===== config.mk =====
export PLATFORM = sky130hd
export DESIGN_NAME = sts_term_unit
export DESIGN_NICKNAME = d
export VERILOG_FILES = /design/src/rtl/sts_pkg.sv /design/src/rtl/sts_byte_ctr.sv /design/src/rtl/sts_sec_trk.sv /design/src/rtl/sts_cause.sv /design/src/rtl/sts_term_unit.sv
export SDC_FILE = /design/constraint.sdc
export NUM_CORES = 1
export LEC_CHECK = 0
export ABC_CLOCK_PERIOD_IN_PS = 1970
export BUFFER_PORTS_ARGS = -buffer_cell sky130_fd_sc_hd__buf_2
export CORE_UTILIZATION = 47
export DETAILED_ROUTE_END_ITERATION = 8
export PLACE_DENSITY = 0.75
export RECOVER_POWER = 50
export SYNTH_ARGS = -nofsm -noshare
export SYNTH_HDL_FRONTEND = slang
export SYNTH_SLANG_ARGS = --single-unit

===== constraint.sdc =====
create_clock -name clk -period 1.97 [get_ports clk]
set_input_delay 0 -clock clk [delete_from_list [all_inputs] [get_ports clk]]
set_output_delay 0 -clock clk [all_outputs]
set_load 0.02 [all_outputs]

===== src/rtl/sts_pkg.sv =====
package sts_pkg;

    localparam int DATA_W   = 8;
    localparam int SEC_W    = 8;
    localparam int CODE_W   = 2;
    localparam int BASE_LEN = 128;
    localparam int MAX_CODE = (1 << CODE_W) - 1;
    localparam int CNT_W    = $clog2(BASE_LEN << MAX_CODE);

    typedef enum logic [1:0] {
        TS_NORMAL   = 2'd0,
        TS_EOT      = 2'd1,
        TS_OVERRUN  = 2'd2,
        TS_UNDERRUN = 2'd3
    } term_stat_e;

    typedef enum logic [1:0] {
        PH_IDLE = 2'd0,
        PH_XFER = 2'd1,
        PH_PAD  = 2'd2
    } phase_e;

    typedef struct packed {
        logic              vld;
        logic              pad;
        logic [DATA_W-1:0] data;
    } out_beat_t;

    typedef struct packed {
        logic       hit;
        term_stat_e code;
    } cause_t;

    // Priority among simultaneous causes: overrun, then underrun, then count.
    function automatic cause_t pick_cause(input logic tc_i, input logic ovr_i, input logic und_i);
        cause_t c;
        c.hit = tc_i | ovr_i | und_i;
        if (ovr_i)
            c.code = TS_OVERRUN;
        else if (und_i)
            c.code = TS_UNDERRUN;
        else
            c.code = TS_NORMAL;
        return c;
    endfunction

endpackage


===== src/rtl/sts_byte_ctr.sv =====
module sts_byte_ctr #(
    parameter int CNT_W    = sts_pkg::CNT_W,
    parameter int CODE_W   = sts_pkg::CODE_W,
    parameter int BASE_LEN = sts_pkg::BASE_LEN
) (
    input  logic              clk,
    input  logic              rst,
    input  logic              clr,
    input  logic              adv,
    input  logic [CODE_W-1:0] size_code,
    output logic              last,
    output logic [CNT_W-1:0]  cnt
);
    localparam int NCODES = 1 << CODE_W;

    logic [CNT_W-1:0] lim [NCODES];

    for (genvar g = 0; g < NCODES; g++) begin : g_lim
        assign lim[g] = CNT_W'((BASE_LEN << g) - 1);
    end

    assign last = (cnt == lim[size_code]);

    always_ff @(posedge clk) begin
        if (rst || clr)
            cnt <= '0;
        else if (adv)
            cnt <= last ? '0 : cnt + 1'b1;
    end
endmodule


===== src/rtl/sts_sec_trk.sv =====
module sts_sec_trk #(
    parameter int SEC_W = sts_pkg::SEC_W
) (
    input  logic             clk,
    input  logic             rst,
    input  logic             load,
    input  logic             step,
    input  logic [SEC_W-1:0] first_in,
    input  logic [SEC_W-1:0] final_in,
    output logic [SEC_W-1:0] cur,
    output logic             at_end
);
    logic [SEC_W-1:0] final_q;

    always_ff @(posedge clk) begin
        if (rst) begin
            cur     <= '0;
            final_q <= '0;
        end else if (load) begin
            cur     <= first_in;
            final_q <= final_in;
        end else if (step) begin
            cur <= cur + 1'b1;
        end
    end

    assign at_end = (cur == final_q);
endmodule


===== src/rtl/sts_cause.sv =====
module sts_cause (
    input  logic            clk,
    input  logic            rst,
    input  logic            clr,
    input  logic            arm,
    input  logic            tc,
    input  logic            ovr,
    input  logic            und,
    output sts_pkg::cause_t eff
);
    import sts_pkg::*;

    cause_t held_q;
    cause_t fresh;

    assign fresh = pick_cause(arm & tc, arm & ovr, arm & und);
    assign eff   = held_q.hit ? held_q : fresh;

    always_ff @(posedge clk) begin
        if (rst || clr)
            held_q <= '{hit: 1'b0, code: TS_NORMAL};
        else if (!held_q.hit && fresh.hit)
            held_q <= fresh;
    end
endmodule


===== src/rtl/sts_term_unit.sv =====
module sts_term_unit #(
    parameter int DATA_W   = sts_pkg::DATA_W,
    parameter int SEC_W    = sts_pkg::SEC_W,
    parameter int CODE_W   = sts_pkg::CODE_W,
    parameter int BASE_LEN = sts_pkg::BASE_LEN,
    localparam int CNT_W   = $clog2(BASE_LEN << ((1 << CODE_W) - 1))
) (
    input  logic              clk,
    input  logic              rst,
    input  logic              start,
    input  logic [SEC_W-1:0]  first_sec,
    input  logic [SEC_W-1:0]  eot_sec,
    input  logic [CODE_W-1:0] size_code,
    input  logic              host_stb,
    input  logic [DATA_W-1:0] host_byte,
    input  logic              tc,
    input  logic              overrun,
    input  logic              underrun,
    output logic              busy,
    output logic [SEC_W-1:0]  cur_sec,
    output logic              out_vld,
    output logic              out_pad,
    output logic [DATA_W-1:0] out_byte,
    output logic              done,
    output logic [1:0]        done_stat
);
    import sts_pkg::*;

    phase_e            phase_q, phase_d;
    logic [CODE_W-1:0] size_q;
    logic              done_q;
    term_stat_e        stat_q, stat_d;
    logic [DATA_W-1:0] beat_data_q;
    logic              beat_vld_q, beat_pad_q;

    logic       start_ok, in_xfer, in_pad, host_take, adv, sec_end;
    logic       last_byte, at_end, finish, step;
    cause_t     eff;
    logic [CNT_W-1:0] byte_cnt;

    assign start_ok  = start && (phase_q == PH_IDLE);
    assign in_xfer   = (phase_q == PH_XFER);
    assign in_pad    = (phase_q == PH_PAD);
    assign host_take = in_xfer && host_stb;
    assign adv       = host_take || in_pad;
    assign sec_end   = adv && last_byte;
    assign finish    = sec_end && (eff.hit || at_end);
    assign step      = sec_end && !finish;

    sts_byte_ctr #(
        .CNT_W   (CNT_W),
        .CODE_W  (CODE_W),
        .BASE_LEN(BASE_LEN)
    ) u_bytes (
        .clk      (clk),
        .rst      (rst),
        .clr      (start_ok),
        .adv      (adv),
        .size_code(size_q),
        .last     (last_byte),
        .cnt      (byte_cnt)
    );

    sts_sec_trk #(
        .SEC_W(SEC_W)
    ) u_sec (
        .clk     (clk),
        .rst     (rst),
        .load    (start_ok),
        .step    (step),
        .first_in(first_sec),
        .final_in(eot_sec),
        .cur     (cur_sec),
        .at_end  (at_end)
    );

    sts_cause u_cause (
        .clk(clk),
        .rst(rst),
        .clr(start_ok),
        .arm(in_xfer),
        .tc (tc),
        .ovr(overrun),
        .und(underrun),
        .eff(eff)
    );

    always_comb begin
        phase_d = phase_q;
        stat_d  = stat_q;
        unique case (phase_q)
            PH_IDLE: if (start_ok) phase_d = PH_XFER;
            PH_XFER: begin
                if (finish)
                    phase_d = PH_IDLE;
                else if (eff.hit)
                    phase_d = PH_PAD;
            end
            PH_PAD:  if (sec_end) phase_d = PH_IDLE;
            default: phase_d = PH_IDLE;
        endcase
        if (finish)
            stat_d = eff.hit ? eff.code : TS_EOT;
    end

    always_ff @(posedge clk) begin
        if (rst) begin
            phase_q     <= PH_IDLE;
            size_q      <= '0;
            done_q      <= 1'b0;
            stat_q      <= TS_NORMAL;
            beat_vld_q  <= 1'b0;
            beat_pad_q  <= 1'b0;
            beat_data_q <= '0;
        end else begin
            phase_q     <= phase_d;
            stat_q      <= stat_d;
            done_q      <= finish;
            beat_vld_q  <= adv;
            beat_pad_q  <= in_pad;
            beat_data_q <= host_take ? host_byte : '0;
            if (start_ok)
                size_q <= size_code;
        end
    end

    assign busy      = (phase_q != PH_IDLE);
    assign out_vld   = beat_vld_q;
    assign out_pad   = beat_pad_q;
    assign out_byte  = beat_data_q;
    assign done      = done_q;
    assign done_stat = stat_q;

    logic unused_cnt;
    assign unused_cnt = ^byte_cnt;
endmodule


==> impl_metrics.ini <==
[routing]
via_count = 2042
drc = 0
routed_via_density = 5.29
ant_nets = 0
first_pass_iters = 4
routed_wl_mm = 5.26
avgRoutedWirePerCell_um = 13.6
drtIter0Drc = 149

[finish]
fillers = 385
final_common_cell = dfxtp_1
mostFrequentLayoutCells = dfxtp_1 (45), buf_2 (34), nand2_1 (31)
multi_input_area_um2 = 1220
final_layout_size_suffix_gt1_frac = 0.231
n_antenna_cell = 0
final_core_utilization = 0.666
final_net_count = 368
regArea_um2 = 922
area_growth_pct = 34.3

[synthesis]
yosysUniqueCellTypes = 49
synth_fp_nets = 282
ys_warn_count = 0
avgSynthCellArea_um2 = 8.79
synthFlopType = dfxtp_1
synth_edf_count = 0
postSynthCellCount = 247
synthAdderAreaFrac = 0.0115
synth_compound_area_frac = 0.171
synth_seq_area_share = 0.424
synth_top_family_by_area = simple AND/OR/NAND/NOR gates
synthesis.area_um2 = 2170
synthXorXnorAreaFrac = 0.0685
async_flop_share = 0
synth-simple-area-share = 0.271
synthMuxAreaShare = 0.00518
ys_seq_elements = 46

[setup_path]
setup.worst_path.end_class = register
timing.rr.start = u_bytes.cnt[9]
r2r_slack_ns = 0.04
cp_data_required_time_ns = 2.15
crit_fanout = 8
rr_worst_depth = 7
worstReg2RegEnd = u_bytes.cnt[3]
worst_setup_path_start_kind = register
worstSetupPathType = register to register
cp.arrival_ns = 2.11

[clocking]
clockRootBuffer = clkbuf_8
clk_latency_ns = 0.30
cts_buffers = 5
cts_tree = built
clk_path_buf_depth = 2
htree_levels = 2
clock_sinks = 46
path_clk_slew_ns = 0.08

[sta]
rsz0062_at_grt = true
slew_violations = 0
fin_crit_ns = 1.93
tightest_slew_ns = 0.357
fin_tns_setup_ns = 0
finalHoldViolCount = 0
max_freq_ghz = 0.517
fin_crit_sh = 0.981
setup_viol = 0
clock_skew_ns = 0.00431
relSlewSlack = 0.761

[power]
p_seq_frac = 0.444
switching_share = 0.275
power_density_nw_per_um2 = 799
total_leakage_power_uw = 0.00114
combinationalPowerShare = 0.201
power.share.clock = 0.356
peakVddDrop_mv = 0.522
p_total_uw = 2330
switchingPower_uw = 642
cellInternalPower_uw = 1690

[grt]
antenna_found_initial = 0
grt_pass1_wl_mm = 8.50
grt_usage = 0.218
grt_overflow_total = 0
grt_pass1_vias = 1903
grt_start_max_net_pins = 24

[die]
die_h_um = 70.0
fp.dieW_um = 70.0
start_util = 0.495
rows = 24
io-pin-count = 55
core_um2 = 4380
die-area_um2 = 4900

[worst_hold_path]
hold_start = tc
hold_class = input port to register
min_to = u_cause.held_q[1]
hold_path_depth = 4

[placement]
io_buffers = 54
dpl.hpwl_mm = 3.52
gp_congestion = 0.788

[job]
maxCapViolations = 0

[outcome]
status = finished clean
-- power groups by stage --
stage	Clock (uW)	Sequential (uW)	Combinational [uW]
after detailed placement	0	1050	419
after CTS	850	1030	449
final	829	1040	468
after floorplan	0	1070	264
after global routing	887	1040	511
after global placement	0	1050	412
-- timing repair --
item	in CTS	in global routing
setup endpoints to repair	0	7
setup buffers	0	1
gates resized for setup	0	14
hold endpoints to repair	19	0
hold buffers	19	0
-- worst max-delay path by stage --
stage              startpoint              to  cells past startpoint
4_1_cts        u_bytes.cnt[8]    u_sec.cur[1]                      6
5_1_grt        u_bytes.cnt[9]    u_sec.cur[7]                      5
2_1_floorplan  u_bytes.cnt[9]    u_sec.cur[7]                      5
3_3_place_gp   u_bytes.cnt[8]    u_sec.cur[1]                      6
6_report       u_bytes.cnt[9]  u_bytes.cnt[3]                      7
3_5_place_dp   u_bytes.cnt[8]    u_sec.cur[7]                      5
-- through the flow --
stage / worst slack (ns) / hold slack, ns / instances / area, um^2
global placement: 0.0672 / 0.199 / 358 / 2530
global route: -0.0542 / 0.0397 / 386 / 2920
finish: 0.0372 / 0.0155 / 386 / 2920
floorplan: 0.0256 / 0.0793 / 247 / 2170
CTS: 0.00430 / 0.00701 / 385 / 2860
detailed placement: 0.0111 / 0.204 / 358 / 2530
-- cells by family after synthesis --
| group | count (synthesis) |
|---|---|
| flops | 46 |
| mux | 1 |
| simple gates | 118 |
| xor+xnor | 17 |
| fa+ha+maj | 2 |
| buf+inv | 14 |
| compound gates | 49 |
-- registers in the layout, indices dropped and copies added (netlist names) --
signal and cells:
u_bytes.cnt 10, out_byte 8, u_sec.cur 8, u_sec.final_q 8, u_cause.held_q 3, done_stat 2, phase_q 2, size_q 2
done 1, out_pad 1, out_vld 1
-- cells in the mapped netlist, drive strengths merged, types with 2 or more instances --
cell      n  area (um^2)
dfxtp    46          921
nand2    33          126
nor2     30          115
a21oi    19          103
xnor2    13          114
nand3     9         45.0
and2      8         50.1
clkbuf    8         70.1
nor3      8         40.0
and3      6         37.5
nand4     6         37.5
o21ai     6         33.8
o21a      5         37.5
a311oi    4         35.0
xor2      4         35.0
inv       3         11.3
nand4b    3         26.3
nor2b     3         18.8
or3       3         23.8
a211oi    2         15.0
buf       2         22.5
ha        2         25.0
nand2b    2         15.0
nor3b     2         15.0
o2111ai   2         17.5
o311a     2         20.0
-- layout make-up --
type | instances | area share
Clock buffer | 5 | 0.0236
Clock inverter | 3 | 0.0236
Inverter | 4 | 0.00515
Multi-Input combinational cell | 187 | 0.418
Sequential cell | 46 | 0.316
Tap cell | 52 | 0.0223
Timing Repair Buffer | 89 | 0.192
-- layer usage --
| metal | global-route usage | routed length [um] |
|---|---|---|
| met1 | 0.278 | 2340 |
| met2 | 0.372 | 2570 |
| met3 | 0.0317 | 294 |
| met4 | 0.0822 | 60 |
| met5 | 0 | 0 |
-- worst max-delay path: stages, from the launching register on --
cell      delay [ns]
dfxtp_2         0.33
or3_4           0.39
o32ai_4         0.33
o211ai_4        0.12
buf_6           0.15
buf_6           0.13
nand3_1         0.26
nor2_1          0.09
Power figures use the tool's default switching activity.
